==> src/rtl/dbg_uart_pkg.sv <==
package dbg_uart_pkg;
    localparam int CHAR_W = 8;
    localparam int STAT_W = 10;

    localparam logic [7:0] OFS_CTRL = 8'h00;
    localparam logic [7:0] OFS_MODE = 8'h04;
    localparam logic [7:0] OFS_MSET = 8'h08;
    localparam logic [7:0] OFS_MCLR = 8'h0C;
    localparam logic [7:0] OFS_MASK = 8'h10;
    localparam logic [7:0] OFS_STAT = 8'h14;
    localparam logic [7:0] OFS_RXD  = 8'h18;
    localparam logic [7:0] OFS_TXD  = 8'h1C;
    localparam logic [7:0] OFS_BAUD = 8'h20;

    localparam int CB_RXRST = 2;
    localparam int CB_TXRST = 3;
    localparam int CB_RXON  = 4;
    localparam int CB_RXOFF = 5;
    localparam int CB_TXON  = 6;
    localparam int CB_TXOFF = 7;
    localparam int CB_CLERR = 8;

    localparam int SB_RXRDY = 0;
    localparam int SB_TXRDY = 1;
    localparam int SB_OVR   = 5;
    localparam int SB_FRM   = 6;
    localparam int SB_PAR   = 7;
    localparam int SB_TXEMP = 9;
    localparam logic [STAT_W-1:0] STAT_VALID = 10'h2E3;

    localparam int MODE_PAR_LSB = 9;
    localparam int MODE_CH_LSB  = 14;

    typedef enum logic [1:0] {
        CH_NORMAL = 2'd0,
        CH_ECHO   = 2'd1,
        CH_LOCAL  = 2'd2,
        CH_REMOTE = 2'd3
    } chan_mode_e;

    function automatic logic par_enabled(input logic [2:0] pm);
        return pm < 3'd4;
    endfunction

    function automatic logic par_value(input logic [2:0] pm, input logic [CHAR_W-1:0] d);
        case (pm)
            3'd0:    return ^d;
            3'd1:    return ~(^d);
            3'd2:    return 1'b0;
            3'd3:    return 1'b1;
            default: return 1'b0;
        endcase
    endfunction
endpackage

==> src/rtl/dbg_uart_tx.sv <==
module dbg_uart_tx
    import dbg_uart_pkg::*;
(
    input  logic              clk,
    input  logic              rst_n,
    input  logic              tick,
    input  logic              abort,
    input  logic              start,
    input  logic [CHAR_W-1:0] data,
    input  logic [2:0]        par_mode,
    output logic              line,
    output logic              busy
);
    localparam int FRAME_W = CHAR_W + 3;
    localparam int CNT_W   = $clog2(FRAME_W + 1);

    typedef struct packed {
        logic               busy;
        logic [3:0]         phase;
        logic [CNT_W-1:0]   left;
        logic [FRAME_W-1:0] sh;
    } tx_st_t;

    tx_st_t q, d;

    always_comb begin
        d = q;
        if (abort) begin
            d.busy = 1'b0;
            d.sh   = '1;
        end else if (start) begin
            d.busy  = 1'b1;
            d.phase = '0;
            if (par_enabled(par_mode)) begin
                d.sh   = {1'b1, par_value(par_mode, data), data, 1'b0};
                d.left = CNT_W'(FRAME_W);
            end else begin
                d.sh   = {2'b11, data, 1'b0};
                d.left = CNT_W'(FRAME_W - 1);
            end
        end else if (q.busy && tick) begin
            d.phase = q.phase + 4'd1;
            if (q.phase == 4'hF) begin
                d.sh   = {1'b1, q.sh[FRAME_W-1:1]};
                d.left = q.left - 1'b1;
                if (q.left == CNT_W'(1)) d.busy = 1'b0;
            end
        end
    end

    always_ff @(posedge clk or negedge rst_n) begin
        if (!rst_n) q <= '{busy: 1'b0, phase: '0, left: '0, sh: '1};
        else        q <= d;
    end

    assign line = q.busy ? q.sh[0] : 1'b1;
    assign busy = q.busy;
endmodule

==> src/rtl/dbg_uart_rx.sv <==
module dbg_uart_rx
    import dbg_uart_pkg::*;
(
    input  logic              clk,
    input  logic              rst_n,
    input  logic              tick,
    input  logic              enable,
    input  logic              abort,
    input  logic              line,
    input  logic [2:0]        par_mode,
    output logic              done,
    output logic [CHAR_W-1:0] data,
    output logic              frm_err,
    output logic              par_err
);
    typedef enum logic {RX_IDLE, RX_BUSY} rx_state_e;

    typedef struct packed {
        rx_state_e         state;
        logic [3:0]        phase;
        logic [3:0]        idx;
        logic [1:0]        smp;
        logic [CHAR_W-1:0] shreg;
        logic              pbit;
        logic              done;
        logic              ferr;
        logic              perr;
    } rx_st_t;

    rx_st_t q, d;
    logic   vote;

    always_comb begin
        d      = q;
        d.done = 1'b0;
        vote   = (q.smp[1] & q.smp[0]) | (q.smp[1] & line) | (q.smp[0] & line);
        if (abort || !enable) begin
            d.state = RX_IDLE;
        end else if (q.state == RX_IDLE) begin
            if (!line) begin
                d.state = RX_BUSY;
                d.phase = '0;
                d.idx   = '0;
            end
        end else if (tick) begin
            d.phase = q.phase + 4'd1;
            if (q.phase == 4'd7 || q.phase == 4'd8) d.smp = {q.smp[0], line};
            if (q.phase == 4'd9) begin
                d.idx = q.idx + 4'd1;
                if (q.idx == 4'd0) begin
                    if (vote) d.state = RX_IDLE;
                end else if (q.idx <= 4'(CHAR_W)) begin
                    d.shreg = {vote, q.shreg[CHAR_W-1:1]};
                end else if (q.idx == 4'(CHAR_W + 1) && par_enabled(par_mode)) begin
                    d.pbit = vote;
                end else begin
                    d.state = RX_IDLE;
                    d.done  = 1'b1;
                    d.ferr  = !vote;
                    d.perr  = par_enabled(par_mode) && (q.pbit != par_value(par_mode, q.shreg));
                end
            end
        end
    end

    always_ff @(posedge clk or negedge rst_n) begin
        if (!rst_n) q <= '{state: RX_IDLE, phase: '0, idx: '0, smp: '1, shreg: '0,
                           pbit: 1'b0, done: 1'b0, ferr: 1'b0, perr: 1'b0};
        else        q <= d;
    end

    assign done    = q.done;
    assign data    = q.shreg;
    assign frm_err = q.ferr;
    assign par_err = q.perr;
endmodule

==> src/rtl/dbg_uart.sv <==
module dbg_uart
    import dbg_uart_pkg::*;
#(
    parameter int ADDR_W = 8,
    parameter int DIV_W  = 16,
    parameter int SYNC_N = 2
) (
    input  logic              clk,
    input  logic              rst_n,
    input  logic [ADDR_W-1:0] addr,
    input  logic              wr_en,
    input  logic [31:0]       wr_data,
    input  logic              rd_en,
    output logic [31:0]       rd_data,
    input  logic              rx_pin,
    output logic              tx_pin,
    output logic              irq
);
    typedef struct packed {
        logic              rx_en;
        logic              tx_en;
        logic [2:0]        par;
        chan_mode_e        chm;
        logic [DIV_W-1:0]  div;
        logic [DIV_W-1:0]  bcnt;
        logic [STAT_W-1:0] mask;
        logic [CHAR_W-1:0] thr;
        logic              thr_full;
        logic [CHAR_W-1:0] rhr;
        logic              rxrdy;
        logic              ovr;
        logic              frm;
        logic              perr;
        logic [SYNC_N-1:0] sync;
    } top_st_t;

    top_st_t q, d;

    logic wr_ctrl, wr_mode, wr_mset, wr_mclr, wr_txd, wr_baud, rd_rxd;
    logic tick, tx_clr, rx_clr, tx_start, tx_line, tx_busy, rx_raw;
    logic rx_done, rx_ferr, rx_perr;
    logic [CHAR_W-1:0] rx_data;
    logic [STAT_W-1:0] stat;

    assign wr_ctrl = wr_en && addr == ADDR_W'(OFS_CTRL);
    assign wr_mode = wr_en && addr == ADDR_W'(OFS_MODE);
    assign wr_mset = wr_en && addr == ADDR_W'(OFS_MSET);
    assign wr_mclr = wr_en && addr == ADDR_W'(OFS_MCLR);
    assign wr_txd  = wr_en && addr == ADDR_W'(OFS_TXD);
    assign wr_baud = wr_en && addr == ADDR_W'(OFS_BAUD);
    assign rd_rxd  = rd_en && addr == ADDR_W'(OFS_RXD);

    assign tick     = (q.div != '0) && (q.bcnt == q.div - 1'b1);
    assign rx_clr   = wr_ctrl && wr_data[CB_RXRST];
    assign tx_clr   = wr_ctrl && wr_data[CB_TXRST];
    assign tx_start = q.thr_full && !tx_busy && q.tx_en && tick && !tx_clr;

    always_comb begin
        case (q.chm)
            CH_LOCAL:  rx_raw = tx_line;
            CH_REMOTE: rx_raw = 1'b1;
            default:   rx_raw = rx_pin;
        endcase
        case (q.chm)
            CH_NORMAL: tx_pin = tx_line;
            CH_LOCAL:  tx_pin = 1'b1;
            default:   tx_pin = rx_pin;
        endcase
    end

    dbg_uart_tx u_tx (
        .clk(clk), .rst_n(rst_n), .tick(tick), .abort(tx_clr), .start(tx_start),
        .data(q.thr), .par_mode(q.par), .line(tx_line), .busy(tx_busy)
    );

    dbg_uart_rx u_rx (
        .clk(clk), .rst_n(rst_n), .tick(tick), .enable(q.rx_en), .abort(rx_clr),
        .line(q.sync[SYNC_N-1]), .par_mode(q.par), .done(rx_done), .data(rx_data),
        .frm_err(rx_ferr), .par_err(rx_perr)
    );

    always_comb begin
        stat           = '0;
        stat[SB_RXRDY] = q.rxrdy;
        stat[SB_TXRDY] = !q.thr_full;
        stat[SB_OVR]   = q.ovr;
        stat[SB_FRM]   = q.frm;
        stat[SB_PAR]   = q.perr;
        stat[SB_TXEMP] = !q.thr_full && !tx_busy;
    end

    always_comb begin
        d      = q;
        d.sync = {q.sync[SYNC_N-2:0], rx_raw};
        d.bcnt = (q.div == '0 || tick) ? '0 : q.bcnt + 1'b1;
        if (wr_ctrl) begin
            if (wr_data[CB_RXON])  d.rx_en = 1'b1;
            if (wr_data[CB_RXOFF]) d.rx_en = 1'b0;
            if (wr_data[CB_TXON])  d.tx_en = 1'b1;
            if (wr_data[CB_TXOFF]) d.tx_en = 1'b0;
            if (wr_data[CB_CLERR]) begin
                d.ovr  = 1'b0;
                d.frm  = 1'b0;
                d.perr = 1'b0;
            end
            if (wr_data[CB_RXRST]) d.rxrdy    = 1'b0;
            if (wr_data[CB_TXRST]) d.thr_full = 1'b0;
        end
        if (wr_mode) begin
            d.par = wr_data[MODE_PAR_LSB +: 3];
            d.chm = chan_mode_e'(wr_data[MODE_CH_LSB +: 2]);
        end
        if (wr_mset) d.mask = q.mask | (wr_data[STAT_W-1:0] & STAT_VALID);
        if (wr_mclr) d.mask = q.mask & ~wr_data[STAT_W-1:0];
        if (wr_baud) begin
            d.div  = wr_data[DIV_W-1:0];
            d.bcnt = '0;
        end
        if (tx_start) d.thr_full = 1'b0;
        if (wr_txd) begin
            d.thr      = wr_data[CHAR_W-1:0];
            d.thr_full = 1'b1;
        end
        if (rd_rxd) d.rxrdy = 1'b0;
        if (rx_done) begin
            d.rhr   = rx_data;
            d.ovr   = d.ovr | d.rxrdy;
            d.rxrdy = 1'b1;
            d.frm   = d.frm | rx_ferr;
            d.perr  = d.perr | rx_perr;
        end
    end

    always_ff @(posedge clk or negedge rst_n) begin
        if (!rst_n) q <= '{rx_en: 1'b0, tx_en: 1'b0, par: '0, chm: CH_NORMAL, div: '0,
                           bcnt: '0, mask: '0, thr: '0, thr_full: 1'b0, rhr: '0,
                           rxrdy: 1'b0, ovr: 1'b0, frm: 1'b0, perr: 1'b0, sync: '1};
        else        q <= d;
    end

    always_comb begin
        case (addr)
            ADDR_W'(OFS_MODE): rd_data = (32'(q.par) << MODE_PAR_LSB) | (32'(q.chm) << MODE_CH_LSB);
            ADDR_W'(OFS_MASK): rd_data = 32'(q.mask);
            ADDR_W'(OFS_STAT): rd_data = 32'(stat);
            ADDR_W'(OFS_RXD):  rd_data = 32'(q.rhr);
            ADDR_W'(OFS_BAUD): rd_data = 32'(q.div);
            default:           rd_data = '0;
        endcase
    end

    assign irq = |(stat & q.mask);
endmodule

==> config.mk <==
export PLATFORM = sky130hd
export DESIGN_NAME = dbg_uart
export DESIGN_NICKNAME = d
export VERILOG_FILES = /design/src/rtl/dbg_uart_pkg.sv /design/src/rtl/dbg_uart_tx.sv /design/src/rtl/dbg_uart_rx.sv /design/src/rtl/dbg_uart.sv
export SDC_FILE = /design/constraint.sdc
export NUM_CORES = 1
export LEC_CHECK = 0
export BUFFER_PORTS_ARGS = -buffer_cell sky130_fd_sc_hd__buf_2
export CAP_MARGIN = 5
export CELL_PAD_IN_SITES_DETAIL_PLACEMENT = 0
export CELL_PAD_IN_SITES_GLOBAL_PLACEMENT = 1
export CORE_MARGIN = 4
export CORE_UTILIZATION = 47
export CTS_BUF_LIST = sky130_fd_sc_hd__clkbuf_4 sky130_fd_sc_hd__clkbuf_8
export DETAILED_ROUTE_END_ITERATION = 8
export PLACE_DENSITY_LB_ADDON = 0.08
export SLEW_MARGIN = 0
export SYNTH_ARGS = -nofsm -noshare
export SYNTH_HDL_FRONTEND = slang
export SYNTH_SLANG_ARGS = --single-unit
==> constraint.sdc <==
create_clock -name clk -period 4.32 [get_ports clk]
set_clock_uncertainty 0.05 [all_clocks]
set_input_delay 1.08 -clock clk [delete_from_list [all_inputs] [get_ports clk]]
set_output_delay 1.08 -clock clk [all_outputs]
set_load 0.05 [all_outputs]
# Word level (Yosys, flattened, before mapping)
# Index checks and enable logic that the tools add are counted.
# totals
input_bits	45
wordCells	194
reg_bits	115
# classes
n_bitwise	20
n_mux	57
n_addsub	6
n_lt_le_gt_ge	2
n_reduce_logical	58
eq_ne	23
# ops
op	n
one-hot mux 16 bit (5 select lines)	1
two-way mux 20 bit	2
two-way mux 12 bit	3
== test 8 x 5 -> 1 bit, second input constant	4
two-way mux 16 bit	2
two-way mux 1 bit	28
two-way mux 23 bit	1
bitwise AND 10 bit	2
two-way mux 10 bit	2
logical AND 1 bit	18
two-way mux 9 bit	2
adder 16 x 1 -> 16 bit, second input constant	1
== test 16 bit	1
== test 4 bit, second input constant	4
== test 8 x 4 -> 1 bit, second input constant	2
logical NOT 16 bit	1
two-way mux 4 bit	4
OR 12 x 16 -> 16 bit	1
nonzero test 16 bit	1
parity 8 bit	2
subtractor 16 x 1 -> 16 bit, second input constant	1
two-way mux 15 bit	1
nonzero test 3 bit	5
AND reduction 7 bit	2
37 further kinds	75

# Depth between registers and ports, before layout
# Gate-level depths: netlist of the first run.
# depth
word_depth	19
ltp_mapped	12
depth_no_buf	9

# Modules after synthesis
# Synthesis of the first run repeated with hierarchy kept, for this count alone.
# hier_totals
hier_cells	645
hier_area_um2	6508.7
# modules_own_cells
mod	n_inst	seq_area_each_um2	cells_per_inst	area_each_um2
dbg_uart	1	1804.2	398	4078.9
dbg_uart_rx	1	578.1	117	1296.2
dbg_uart_tx	1	488.0	130	1133.6

# Least setup slack after synthesis of the first run
# Ideal clock, no wire load.
# synth_path
kind	in2out
from	input port addr[3]
to	output port rd_data[2]
path_buffers	1
cell_stages	6
arrival_time_ps	2963
required_time_ps	3190
setup_slack_ps	227
cell_sequence	nor3_1 nand2b_1 nor4_1 clkbuf_1 a22oi_1 nand2_1
# synth_between
elab_chain_len	2
# synth_rtl
item	line_no	source
start: declaration	dbg_uart.sv:10	input logic [ADDR_W-1:0] addr,
== test 8 x 6 -> 1 bit, or another cell as far along	dbg_uart.sv:142	case (addr)
one-hot mux 16 bit (5 select lines) *	dbg_uart.sv:142	
end: declaration	dbg_uart.sv:14	output logic [31:0] rd_data,
# Every way passes the cells marked *; elsewhere a longest branch is shown, timed or not.

# Worst setup path in the final report of the first run
# layout_path
from	input port addr[3]
to	output port rd_data[9]
# Same word-level chain as after synthesis.

==> PnR_summary.wiki, run 1 <==
{| class="wikitable"
! Metric !! Value
|-
| Status || completed
|-
| Cell with the most instances on the worst path || sky130_fd_sc_hd__buf_2
|-
| CTS Buffer Depth || 2
|-
| Height of the chip || 127 um
|-
| DRT Wirelength || ~17,000 um
|-
| Pre-Repair DR Iteration Count || 5
|-
| Combined area of the multi-input logic cells || between 3000 and 4000 sq um
|-
| Slew at the pin closest to its max-slew limit || between 0.7 and 0.8 ns
|-
| Routed wire per std cell || ~19 um
|-
| GP Congestion || between 0.8 and 0.9
|-
| Type of the most critical hold path || reg -> reg
|-
| Post-layout min period || a little under 4 ns
|-
| Type of element capturing the critical path || output port
|-
| Layout overhead on the synthesized area || 11.8%
|-
| Startpoint type of the worst setup path || primary input
|-
| Amount of wire on met3 after detailed routing || ~800 um
|-
| TritonCTS clock tree || done
|-
| Top-count cell post-synth || sky130_fd_sc_hd__dfrtp_1
|-
| Worst path buffer plus inverter count || 3
|-
| Initial core utilization || 0.479
|-
| Delay of the slowest cell on the worst path || between 0.3 and 0.4 ns
|-
| Number of maximum-capacitance violations || 0
|-
| Post-synth top area cell || sky130_fd_sc_hd__dfrtp_1
|-
| Count of yosys warnings during synthesis || 0
|-
| TritonCTS Buffers || 17
|-
| Maximum fanout along the worst path || 17
|-
| Number of nets in the final layout || ~770
|-
| CTS hold repair buffers || 0
|-
| Most used flip-flop cell after synthesis || sky130_fd_sc_hd__dfrtp_1
|-
| Total standard cell area after synthesis || about 6700 sq um
|-
| Global-route total usage across every layer || 0.220
|-
| Total setup buffers inserted after CTS || 0
|-
| Final worst-path cycle share || 0.920
|-
| Filler Cells Inserted || roughly 1,300
|-
| Worst Path Arrival || around 2.9 ns
|-
| Number of sinks handled by clock tree synthesis || 114
|-
| Die outline area || between 15,000 and 20,000 sq um
|-
| Number of input and output port buffers inserted || 46
|-
| Synth Instances || 668
|-
| Share of the synthesized area in the top cell type || 0.376
|-
| Number of design rule violations left after detail routing || 0
|-
| Final hold violation count || 0
|-
| Post-Route Setup TNS || 0 ns
|-
| Mean number of vias per cell || between 5 and 6
|-
| Site row count || 43
|-
| Static Leakage || between 0.003 and 0.004 uW
|-
| Sequential fraction of the synthesis area || 0.431
|-
| P per Cell Area || approximately 370 nW/um^2
|-
| H-tree level count || 4
|-
| Main area contributors after synthesis || sky130_fd_sc_hd__dfrtp_1 (38%), sky130_fd_sc_hd__mux2_2 (8.3%), sky130_fd_sc_hd__dfstp_2 (5.5%), sky130_fd_sc_hd__xnor2_1 (3.6%), sky130_fd_sc_hd__nand2_1 (3.3%)
|-
| Topmost layer with routed signal wires || met4
|-
| Cell with the biggest individual delay on the critical path || sky130_fd_sc_hd__nor3_1
|-
| Antenna violations before repair || 0
|-
| First-pass GRT wire length || roughly 28,000 um
|-
| Worst reg-to-reg setup slack || ~0.51 ns
|-
| Fmax || between 200 and 300 MHz
|-
| Number of gates resized after CTS || 0
|-
| Number of global-route vias before repair || ~5,200
|-
| Wl on met1 || between 8000 and 9000 um
|-
| Iteration-0 DRC count of the detailed router || approximately 530
|-
| Crit path required time || 3.19 ns
|-
| Antenna diodes || 0
|-
| Register Area || between 2000 and 3000 sq um
|-
| Estimated wirelength of the detail-placed design || around 13,000 um
|-
| Cell family with the largest share of critical-path delay || simple AND/OR/NAND/NOR gates
|-
| Synth Register Bits || about 110
|-
| Overflow left after global routing || 0
|-
| Proportion of register bits with asynchronous set or reset after synthesis || 1.00
|-
| # setup viols final || 0
|-
| Antenna viol nets, final || 0
|-
| Unrepaired setup endpoints after global routing || no
|-
| Maximum number of pins on one net before global-route repair || 69
|-
| Post-synth EDFFs || 0
|-
| Total met2 wirelength after detailed routing || about 8300 um
|-
| Final core area utilization || 0.536
|-
| Vias || ~5,400
|-
| Most frequent cells after synthesis || sky130_fd_sc_hd__dfrtp_1 (100), sky130_fd_sc_hd__nand2_1 (58), sky130_fd_sc_hd__mux2_2 (49)
|-
| Average cell area after synthesis || between 9 and 10 sq um
|-
| Clock latency on the worst-skew pair || roughly 0.44 ns
|-
| Proportion of layout cells with a drive suffix above 1 || 0.236
|-
| Die Wd || 127 um
|-
| Cells along the critical path || buf_2 > nor3_1 > nand2b_1 > nor4_2 > buf_4 > a222oi_1 > o21ai_0 > buf_2
|-
| Clock root buffer || sky130_fd_sc_hd__clkbuf_8
|-
| Worst Setup Path Type || in -> out
|-
| Final number of max-transition violations || 0
|-
| Core ar. || between 10,000 and 15,000 sq um
|-
| Worst max-slew margin expressed relative to the limit || 0.494
|-
| Synth cell types || 70
|-
| Worst-path clk slew || roughly 0.08 ns
|-
| Max rail drop VDD || around 0.29 mV
|-
| IO Pins || 79
|}
## layer usage
metal | GRT usage | up-vias
li1 | - | 2521
met1 | 0.303 | 2692
met3 | 0.0523 | 14
met4 | 0.0555 | 0
met5 | 0 | -
met2 | 0.351 | 130
## final timing paths
check,depth (start not counted),start,to
hold reg to reg,0,d[1]$_DFF_PN1_,q[1]$_DFF_PN1_
setup / recovery,8,addr[3],rd_data[9]
min in group asynchronous,1,rst_n,q[39]$_DFF_PN0_
setup reg to reg,10,q[50]$_DFFE_PN0P_,u_rx.q[12]$_DFFE_PN1P_
hold / removal,0,d[1]$_DFF_PN1_,q[1]$_DFF_PN1_
max in group asynchronous,2,rst_n,u_tx.q[8]$_DFFE_PN1P_
## layout by cell type (no fill, tap or decap), types with 14 or more instances in the layout
cell type / n
sky130_fd_sc_hd__nand2_1: 58
sky130_fd_sc_hd__clkbuf_8: 18
sky130_fd_sc_hd__nand3_1: 25
sky130_fd_sc_hd__buf_2: 45
sky130_fd_sc_hd__a21oi_1: 24
sky130_fd_sc_hd__conb_1: 16
sky130_fd_sc_hd__nor3_1: 26
sky130_fd_sc_hd__nor2_1: 44
sky130_fd_sc_hd__xor2_1: 19
sky130_fd_sc_hd__dfrtp_1: 100
sky130_fd_sc_hd__inv_1: 19
sky130_fd_sc_hd__xnor2_1: 27
sky130_fd_sc_hd__mux2_2: 49
sky130_fd_sc_hd__dfstp_2: 14
## sequential cells by signal, indices dropped and copies added, names as in the netlist, named ones only
name          flops
d                 1
q                65
u_rx.data         8
u_rx.done         1
u_rx.frm_err      1
u_rx.par_err      1
u_rx.q           12
u_tx.busy         1
u_tx.q           18
## stage by stage
step           worst slack (ns)  cell area (sq um)  power, uW  cells  hold slack (ns)
2_1_floorplan             0.227               6710       1570    683            0.295
3_3_place_gp              0.388               7010       1690    873            0.296
3_5_place_dp              0.384               7010       1710    873            0.304
4_1_cts                   0.354               7440       2790    905            0.321
5_1_grt                   0.244               7440       2900    905            0.323
6_report                  0.345               7440       2770    905            0.319
## layout make-up
class,instances,share of cell area
sequential,114,0.386
inverter,19,0.00959
timing repair buffer,58,0.0451
clock buffer,18,0.0333
tap,180,0.0303
multi-input combinational,502,0.472
clock inverter,14,0.0239
## power by group
group / internal [uW] / leakage (uW) / total (uW) / switching [uW]
Combinational: 171 / 0.00172 / 479 / 308
Clock: 593 / 0.000203 / 1070 / 480
Sequential: 1130 / 0.00150 / 1210 / 84.7
Total: 1890 / 0.00342 / 2770 / 874
## kinds of logic after synthesis
family,count (synthesis),synth area share
xor gates and xnor gates,46,0.0605
muxes,51,0.0861
buffers and inverters,67,0.0502
DFF,114,0.431
adders and majority gates,12,0.0222
AOI/OAI and AO/OA,135,0.154
and+or+nand+nor,242,0.195
other,1,0.000564
No activity file was read; power rests on OpenSTA's default activity.
==> run 2, diff against run 1 <==
--- a/config.mk
+++ b/config.mk
@@ -17,4 +17,5 @@
 export SLEW_MARGIN = 0
 export SYNTH_ARGS = -nofsm -noshare
 export SYNTH_HDL_FRONTEND = slang
+export SYNTH_HIERARCHICAL = 1
 export SYNTH_SLANG_ARGS = --single-unit
==> run 2 against run 1 <==
  * First-iteration DRC count is 25% lower
  * Largest power group unchanged
  * Worst hold slack worse by 0.014 ns
  * Critical endpoint is now rd_data[7]
  * Critical path type unchanged
  * Combinational power decreased by 28%
  * Via count down 8.9%
==> PnR_summary.wiki, run 2 <==
{| class="wikitable"
! Metric !! Value
|-
| Maximum number of pins on one net before global-route repair || 60 (was 69)
|-
| Layout overhead on the synthesized area || 11.8% (about the same)
|-
| CTS Buffer Depth || 2 (unchanged)
|-
| Cell internal pwr || 1900 uW (was 1890 uW)
|-
| Proportion of layout cells with a drive suffix above 1 || 0.274 (was 0.236)
|-
| Max rail drop VDD || 0.212 mV (was 0.288 mV)
|-
| H-tree level count || 4 (unchanged)
|-
| Type of element capturing the critical path || output port (unchanged)
|-
| Total setup buffers inserted after CTS || 0 (unchanged)
|-
| Sequential fraction of the synthesis area || 0.441 (was 0.431)
|-
| Commonest non-fill, non-tap cell in the layout || sky130_fd_sc_hd__dfrtp_1 (unchanged)
|-
| Worst-path clk slew || 0.07 ns (was 0.08 ns)
|-
| Share of the synthesized area in the top cell type || 0.384 (was 0.376)
|-
| Unrepaired setup endpoints after global routing || no (unchanged)
|-
| First-pass GRT wire length || 25,500 um (was 27,900 um)
|-
| Number of sinks handled by clock tree synthesis || 114 (unchanged)
|-
| Placed cell count || 846 (was 873)
|-
| Clock latency on the worst-skew pair || 0.44 ns (about the same)
|-
| Max reg flops || 65 (unchanged)
|-
| Type of the most critical hold path || reg -> reg (unchanged)
|-
| Core ar. || 13,400 sq um (was 13,900 sq um)
|-
| Main area contributors after synthesis || sky130_fd_sc_hd__dfrtp_1 (38%), sky130_fd_sc_hd__mux2_2 (6.9%), sky130_fd_sc_hd__dfstp_2 (5.7%), sky130_fd_sc_hd__xnor2_1 (5.1%), sky130_fd_sc_hd__a21oi_1 (3.8%) (was sky130_fd_sc_hd__dfrtp_1 (38%), sky130_fd_sc_hd__mux2_2 (8.3%), sky130_fd_sc_hd__dfstp_2 (5.5%), sky130_fd_sc_hd__xnor2_1 (3.6%), sky130_fd_sc_hd__nand2_1 (3.3%))
|-
| Top-count cell post-synth || sky130_fd_sc_hd__dfrtp_1 (unchanged)
|-
| Proportion of register bits with asynchronous set or reset after synthesis || 1.00 (unchanged)
|-
| IO Pins || 79 (unchanged)
|-
| Final number of max-transition violations || 0 (unchanged)
|-
| Seq pwr share || 0.444 (was 0.439)
|-
| Vias || 4,881 (was 5,357)
|-
| Worst Path Arrival || 2.91 ns (was 2.85 ns)
|-
| Antenna violations before repair || 0 (unchanged)
|-
| TritonCTS clock tree || done (unchanged)
|-
| Global-route total usage across every layer || 0.203 (was 0.220)
|-
| Number of gates resized after CTS || 0 (unchanged)
|-
| Maximum fanout along the worst path || 9 (was 17)
|-
| Synth Instances || 645 (was 668)
|-
| Fmax || 247 MHz (was 252 MHz)
|-
| Number of input and output port buffers inserted || 46 (unchanged)
|-
| Die outline area || 15,800 sq um (was 16,100 sq um)
|-
| Register with the most flip-flops || q (unchanged)
|-
| Initial core utilization || 0.486 (was 0.479)
|-
| Iteration-0 DRC count of the detailed router || 397 (was 529)
|-
| Number of nets in the final layout || 745 (was 768)
|-
| Slew at the pin closest to its max-slew limit || 0.840 ns (was 0.757 ns)
|-
| Average cell area after synthesis || 10.1 sq um (was 9.96 sq um)
|-
| Mean number of vias per cell || 5.56 (was 5.92)
|-
| Startpoint type of the worst setup path || primary input (unchanged)
|-
| Site row count || 42 (was 43)
|-
| Antenna diodes || 0 (unchanged)
|-
| Post-layout min period || 4.04 ns (was 3.98 ns)
|-
| Combinational cell fraction of total power || 0.131 (was 0.173)
|-
| Most used flip-flop cell after synthesis || sky130_fd_sc_hd__dfrtp_1 (unchanged)
|-
| Routed wire per std cell || 17.6 um (was 19.0 um)
|-
| Most frequent cells in the layout || sky130_fd_sc_hd__dfrtp_1 (100), sky130_fd_sc_hd__nand2_1 (63), sky130_fd_sc_hd__a21oi_1 (49) (was sky130_fd_sc_hd__dfrtp_1 (100), sky130_fd_sc_hd__nand2_1 (58), sky130_fd_sc_hd__mux2_2 (49))
|-
| Status || completed (unchanged)
|-
| Die Wd || 126 um (was 127 um)
|-
| Number of design rule violations left after detail routing || 0 (unchanged)
|-
| Synth cell types || 82 (was 70)
|-
| Filler Cells Inserted || 1,236 (was 1,294)
|-
| Synth Register Bits || 114 (unchanged)
|-
| Height of the chip || 126 um (was 127 um)
|-
| Number of global-route vias before repair || 4,866 (was 5,242)
|-
| Post-synth top area cell || sky130_fd_sc_hd__dfrtp_1 (unchanged)
|-
| Total standard cell area after synthesis || 6510 sq um (was 6650 sq um)
|-
| Final worst-path cycle share || 0.936 (was 0.920)
|-
| Overflow left after global routing || 0 (unchanged)
|-
| Worst max-slew margin expressed relative to the limit || 0.439 (was 0.494)
|-
| Number of maximum-capacitance violations || 0 (unchanged)
|-
| DRT Wirelength || 15,400 um (was 17,200 um)
|-
| Largest registers || q x65, u_tx/q x18, u_rx/q x12 (was q x65, u_tx.q x18, u_rx.q x12)
|-
| Part of the power in the clock network || 0.425 (was 0.388)
|-
| Pre-Repair DR Iteration Count || 6 (was 5)
|-
| Most frequent cells after synthesis || sky130_fd_sc_hd__dfrtp_1 (100), sky130_fd_sc_hd__nand2_1 (63), sky130_fd_sc_hd__a21oi_1 (49) (was sky130_fd_sc_hd__dfrtp_1 (100), sky130_fd_sc_hd__nand2_1 (58), sky130_fd_sc_hd__mux2_2 (49))
|-
| Switching power total || 724 uW (was 874 uW)
|-
| Final Non-Filler Cells || 878 (was 905)
|-
| Crit path required time || 3.19 ns (about the same)
|-
| Count of yosys warnings during synthesis || 6 (was 0)
|-
| Post-synth EDFFs || 0 (unchanged)
|-
| # setup viols final || 0 (unchanged)
|-
| Estimated wirelength of the detail-placed design || 11,200 um (was 12,800 um)
|-
| Clock root buffer || sky130_fd_sc_hd__clkbuf_8 (unchanged)
|-
| Antenna viol nets, final || 0 (unchanged)
|-
| Final hold violation count || 0 (unchanged)
|-
| Static Leakage || 0.00341 uW (was 0.00342 uW)
|-
| TritonCTS Buffers || 17 (unchanged)
|-
| GP Congestion || 0.848 (was 0.833)
|-
| Switching power share of the total || 0.276 (was 0.316)
|-
| Post-Route Setup TNS || 0 ns (unchanged)
|-
| CTS hold repair buffers || 0 (unchanged)
|-
| P per Cell Area || 360 nW/um^2 (was 372 nW/um^2)
|-
| Worst Setup Path Type || in -> out (unchanged)
|}
-- run 2: changes by cell type in the layout (fill, tap and decap cells not counted), sizes merged, moves of 7 or more --
cell	previous run	this run
xnor2	27	38
a211o	13	0
nor2b	2	17
nor3	28	14
a22oi	13	5
a21oi	24	49
or2	2	10
a31oi	13	2
o211ai	10	2
and2	8	1
-- run 2: final timing paths --
kind / start / to / slack (ns) / depth (start not counted)
worst min register to register: d[1]$_DFF_PN1_ / q[1]$_DFF_PN1_ / 0.31 / 0
worst min-delay path: d[1]$_DFF_PN1_ / q[1]$_DFF_PN1_ / 0.31 / 0
worst max register to register: q[55]$_DFFE_PN0P_ / u_tx/busy$_DFFE_PN0P_ / 0.45 / 11
max in group asynchronous: rst_n / u_rx/q[13]$_DFFE_PN1P_ / 2.74 / 2
min in group asynchronous: rst_n / q[33]$_DFF_PN0_ / 0.65 / 1
worst max-delay path: addr[7] / rd_data[7] / 0.28 / 7
-- run 2: stage by stage --
step | area (sq um) | utilization | hold slack (ns) | power (uW) | setup WS [ns]
2_1_floorplan | 6570 | - | 0.295 | 1430 | 0.412
3_3_place_gp | 6830 | 0.510 | 0.302 | 1510 | 0.290
3_5_place_dp | 6830 | 0.510 | 0.308 | 1530 | 0.233
4_1_cts | 7270 | 0.543 | 0.311 | 2650 | 0.208
5_1_grt | 7280 | 0.543 | 0.314 | 2750 | 0.0901
6_report | 7280 | 0.543 | 0.305 | 2620 | 0.276
-- run 2: power by group through the flow --
stage / Combinational (uW) / Clock (uW) / Sequential (uW)
2_1_floorplan: 276 / 0 / 1160
3_3_place_gp: 333 / 0 / 1180
3_5_place_dp: 344 / 0 / 1180
4_1_cts: 346 / 1140 / 1160
5_1_grt: 380 / 1200 / 1170
6_report: 344 / 1110 / 1160
-- run 2: cells by family (layout without fill, tap and decap cells) --
kind of cell	count (synthesis)	after routing	share of synthesized area
buffers and inverters	72	114	0.0598
other	1	16	0.000576
XOR/XNOR	51	51	0.0686
AO/OA/AOI/OAI	113	113	0.119
adder cells (fa/ha/maj)	12	12	0.0227
multiplexers	51	51	0.0888
flip-flops	114	114	0.441
AND/OR/NAND/NOR	231	231	0.199
-- run 2: metal layers --
metal,vias to the layer above,part of all wire,global-route usage
met5,-,0,0
met4,0,0.0098,0.0555
met2,120,0.44,0.307
li1,2333,-,-
met3,14,0.058,0.0635
met1,2414,0.49,0.285
-- run 2: area by class of cell --
| class | instances | area [sq um] | share of cell area |
|---|---|---|---|
| inverters | 22 | 82.6 | 0.0113 |
| clock inverters | 12 | 180 | 0.0248 |
| multi-input cells | 474 | 3310 | 0.455 |
| repair buffers | 60 | 350 | 0.0481 |
| well taps | 176 | 220 | 0.0303 |
| flip-flops and latches | 114 | 2870 | 0.394 |
| clock buffers | 20 | 263 | 0.0361 |
-- run 2: worst max-delay path: stages --
cell and delay [ns]:
sky130_fd_sc_hd__buf_2 0.09, sky130_fd_sc_hd__nor2_1 0.42, sky130_fd_sc_hd__nand3b_1 0.23, sky130_fd_sc_hd__nor2_1 0.53, sky130_fd_sc_hd__a222oi_1 0.16, sky130_fd_sc_hd__nand2_1 0.13
sky130_fd_sc_hd__buf_2 0.27
